**src/rtl/nrzi_unstuff.sv**
```systemverilog
module nrzi_unstuff #(
  parameter int RUN_LEN = 6
) (
  input  logic       clk,
  input  logic       rst_n,
  input  logic       sop,
  input  logic       sym_valid,
  input  logic [1:0] sym,
  output logic       bit_valid,
  output logic       bit_data,
  output logic       stuff_drop,
  output logic       stuff_err,
  output logic       eop
);
  localparam int CW = $clog2(RUN_LEN + 1);
  localparam logic [1:0] L_SE0 = 2'b00;
  localparam logic [1:0] L_J   = 2'b01;
  localparam logic [1:0] L_K   = 2'b10;

  typedef enum logic [1:0] {PH_IDLE, PH_DATA, PH_TAIL} phase_t;

  phase_t        phase;
  logic [1:0]    prev;
  logic [CW-1:0] ones;
  logic          locked;

  wire is_line  = (sym == L_J) || (sym == L_K);
  wire same     = (sym == prev);
  wire at_limit = (ones == CW'(RUN_LEN));

  always_ff @(posedge clk or negedge rst_n) begin
    if (!rst_n) begin
      phase      <= PH_IDLE;
      prev       <= L_J;
      ones       <= '0;
      locked     <= 1'b0;
      bit_valid  <= 1'b0;
      bit_data   <= 1'b0;
      stuff_drop <= 1'b0;
      stuff_err  <= 1'b0;
      eop        <= 1'b0;
    end else begin
      bit_valid  <= 1'b0;
      stuff_drop <= 1'b0;
      stuff_err  <= 1'b0;
      eop        <= 1'b0;
      if (sop) begin
        phase  <= PH_DATA;
        prev   <= L_J;
        ones   <= '0;
        locked <= 1'b0;
      end else if (sym_valid) begin
        case (phase)
          PH_DATA: begin
            if (sym == L_SE0) begin
              phase <= PH_TAIL;
            end else if (is_line) begin
              prev <= sym;
              if (!locked) begin
                if (at_limit) begin
                  if (!same) begin
                    stuff_drop <= 1'b1;
                    ones       <= '0;
                  end else begin
                    stuff_err <= 1'b1;
                    locked    <= 1'b1;
                  end
                end else begin
                  bit_valid <= 1'b1;
                  bit_data  <= same;
                  ones      <= same ? ones + 1'b1 : '0;
                end
              end
            end
          end
          PH_TAIL: begin
            if (sym == L_J) begin
              eop   <= 1'b1;
              phase <= PH_IDLE;
            end
          end
          default: ;
        endcase
      end
    end
  end
endmodule

```
**config.mk**
```make
export PLATFORM = sky130hd
export DESIGN_NAME = nrzi_unstuff
export DESIGN_NICKNAME = d
export VERILOG_FILES = /design/src/rtl/nrzi_unstuff.sv
export SDC_FILE = /design/constraint.sdc
export NUM_CORES = 1
export LEC_CHECK = 0
export CORE_MARGIN = 2
export CORE_UTILIZATION = 45
export DETAILED_ROUTE_END_ITERATION = 16
export DONT_BUFFER_PORTS = 1
export HOLD_SLACK_MARGIN = 0.12
export PLACE_DENSITY = 0.59
export SLEW_MARGIN = 10
export SYNTH_ARGS = -nofsm -noshare
export SYNTH_HDL_FRONTEND = slang
export SYNTH_SLANG_ARGS = --single-unit
export TNS_END_PERCENT = 1
```
**constraint.sdc**
```tcl
create_clock -name clk -period 3.1 [get_ports clk]
set_input_delay 0.155 -clock clk [delete_from_list [all_inputs] [get_ports clk]]
set_output_delay 0.155 -clock clk [all_outputs]
set_load 0.01 [all_outputs]
```
==> reports/metrics.yaml <==
floorplan:
  die_x_um: 41.6
  initial_core_util_pct: 48.3
  io-pin-count: 11
  die_h_um: 41.6
  core_area_mm2: 0.00132
  rows: 13
  dieArea_mm2: 0.00173
cells_and_area:
  area_delta_synth_final_pct: 14.3
  layout_commonest_cell: "dfrtp_1"
  regArea_um2: 327
  multi_input_area_um2: 295
  fin_util_pct: 55.3
  drive_gt1_share_pct: 8.96
  final_area_um2: 728
  final_nets: 78
  n_antenna_cell: 0
  final.fill_count: 112
  layout_common_cells: "dfrtp_1, nor2_1, dlygate4sd3_1"
  fin_cells: 82
drt:
  wl_per_cell_um: 12.8
  antenna_left: 0
  finalWirelength_um: 1050
  routed_via_density: 5.37
  via_count: 440
  dr.pass1.iters: 4
  drc: 0
  drt_iter0_markers: 3
placement:
  finalWeightedCongestion: 0.715
  portBuffers: 0
  dpl.cell_count: 73
  dpl_cell_area_um2: 652
  dp_hpwl_um: 757
synth:
  synth-async-reset-ratio_pct: 100
  synth_ff_type: "dfrtp_1"
  syn_area_um2: 637
  syn_nets: 69
  yosysUniqueCellTypes: 27
  yosysWarnings: 0
  yosysSeqAreaShare_pct: 51.3
  yosys_register_bits: 13
  synth_edf_count: 0
  syn-instance-count: 59
  synth_area_per_cell_um2: 10.8
power_and_ir_drop:
  power.density_mw_per_mm2: 452
  clkPwrFrac_pct: 30.3
  p_leak_nw: 0.326
  power_frac_comb_pct: 12.6
  p_switching_w: 0.0000804
  sequentialPowerShare_pct: 57.1
  total_power_w: 0.000329
  p_sw_share_pct: 24.5
  internal_power_w: 0.000248
  ir_drop_mv: 0.330
clock_network:
  post-cts-setup-buffers: 0
  ctsHoldBuffers: 5
  clock_path_buffers: 2
  cts_tree: "yes"
  clkSinkCount: 13
  post_cts_resized: 0
  cts_root_buffer: "clkbuf_4"
  h-tree-depth: 1
  numCtsBuffers: 3
  insertion_delay_ps: 270
  clk_pin_slew_worst_paths_ps: 70
worst_setup_path:
  crit_arrival_ps: 1770
  r2r-end: "ones[0]"
  cp.required_ps: 3290
  crit_chain: "xor2_1 > or2_1 > or4_1 > a21oi_1"
  cp_max_fo: 3
  r2r_setup_slack_ps: 1520
  crit_type: "reg2reg"
  rr_startpoint: "prev[0]"
  crit_buf_inv: 0
  rr_worst_depth: 4
  path_delay_family: "simple AND/OR/NAND/NOR gates"
  critPathMaxStageDelay_ps: 530
  cp-start-kind: "flop"
  end_kind: "flop"
  slowest_stage: "dfstp_2"
sta:
  setup_violations: 0
  maxSlewHeadroom_pct: 61.2
  worstMarginPinSlew_ps: 580
  period_share_pct: 50.9
  slew_viol_final: 0
  hold_viol_final: 0
  finClkSkew_ps: 2.72
  rsz0062_at_grt: "no"
  final.setup.tns_ps: 0
  fmax_ghz: 0.634
  min_period_ps: 1580
hold_path:
  hp-start: "sym_valid"
  worstHoldEndpoint: "phase[1]"
  hold_class: "in2reg"
  hold_path_depth: 3
global_routing:
  antenna_found_initial: 0
  grt_use_total_pct: 15.4
  grt_pass1_vias: 466
  grt_pass1_wl_um: 2030
  grt_max_degree: 14
  grt_overflow_total: 0
flow_run:
  maxCapViolCount: 0
status:
  status: "finished clean"
## worst max path at each step
stage | startpoint | to | slack, ps | depth (start not counted)
floorplan | prev[0] | ones[0] | 1590 | 4
global placement | prev[0] | ones[1] | 1550 | 4
detailed placement | prev[0] | ones[0] | 1540 | 4
CTS | prev[0] | ones[0] | 1500 | 4
global route | prev[0] | ones[1] | 1420 | 4
finish | prev[0] | ones[0] | 1520 | 4
## stage by stage
step,setup WS (ps),hold WS (ps)
floorplan,1590,-141
global placement,1550,-140
detailed placement,1540,-140
CTS,1500,151
global route,1420,196
finish,1520,153
## cell type report
type | count | share of cell area [%]
clock buffers | 4 | 3.61
inverters | 3 | 1.55
multi-input cells | 42 | 40.5
flip-flops and latches | 13 | 44.8
well taps | 15 | 2.58
repair buffers | 5 | 6.87
## cell usage after synthesis (2+ instances only)
cell type / number / area (um^2)
a21oi_1: 4 / 20.0
nor4_1: 2 / 12.5
nor2_1: 5 / 18.8
nand2_1: 2 / 7.51
nor2b_1: 2 / 12.5
or4_1: 2 / 15.0
a21o_1: 2 / 15.0
nand3b_1: 2 / 15.0
nor3_1: 2 / 10.0
xor2_1: 2 / 17.5
ha_1: 4 / 50.1
o21ai_0: 2 / 10.0
inv_1: 3 / 11.3
dfrtp_1: 12 / 300
## state kept, by name (all words and copies together), names as in the netlist
signal	count
bit_valid	1
prev	2
stuff_err	1
eop	1
stuff_drop	1
bit_data	1
ones	3
locked	1
phase	2
## power by group through the flow
| stage | combinational, W | clock, W | sequential (W) |
|---|---|---|---|
| detailed placement | 0.0000315 | 0 | 0.000191 |
| CTS | 0.0000423 | 0.000105 | 0.000188 |
| global route | 0.0000483 | 0.000112 | 0.000189 |
| floorplan | 0.0000283 | 0 | 0.000190 |
| global placement | 0.0000310 | 0 | 0.000191 |
| finish | 0.0000415 | 0.0000997 | 0.000188 |
## kinds of logic (layout without fill, tap and decap cells)
logic type / count (synthesis) / count (layout) / synth area share (%)
adder cells (fa/ha/maj): 4 / 4 / 7.86
flip-flops: 13 / 13 / 51.3
AO/OA/AOI/OAI: 11 / 11 / 10.6
XOR/XNOR: 2 / 2 / 2.75
multiplexers: 2 / 2 / 3.34
AND/OR/NAND/NOR: 23 / 23 / 21.8
buffers and inverters: 4 / 12 / 2.36
## layer usage
metal / vias to the layer above / track usage (%) / wire, um
met5: - / 0 / 0
met4: 0 / 9.68 / 21
met3: 4 / 4.78 / 48
met2: 11 / 24.4 / 471
met1: 198 / 18.1 / 511
li1: 227 / - / -
## worst min-delay path, stage by stage
cell and delay, ps:
a21o_1 90, a22oi_1 50, nor2_1 80
(Power assumes the default switching activity.)
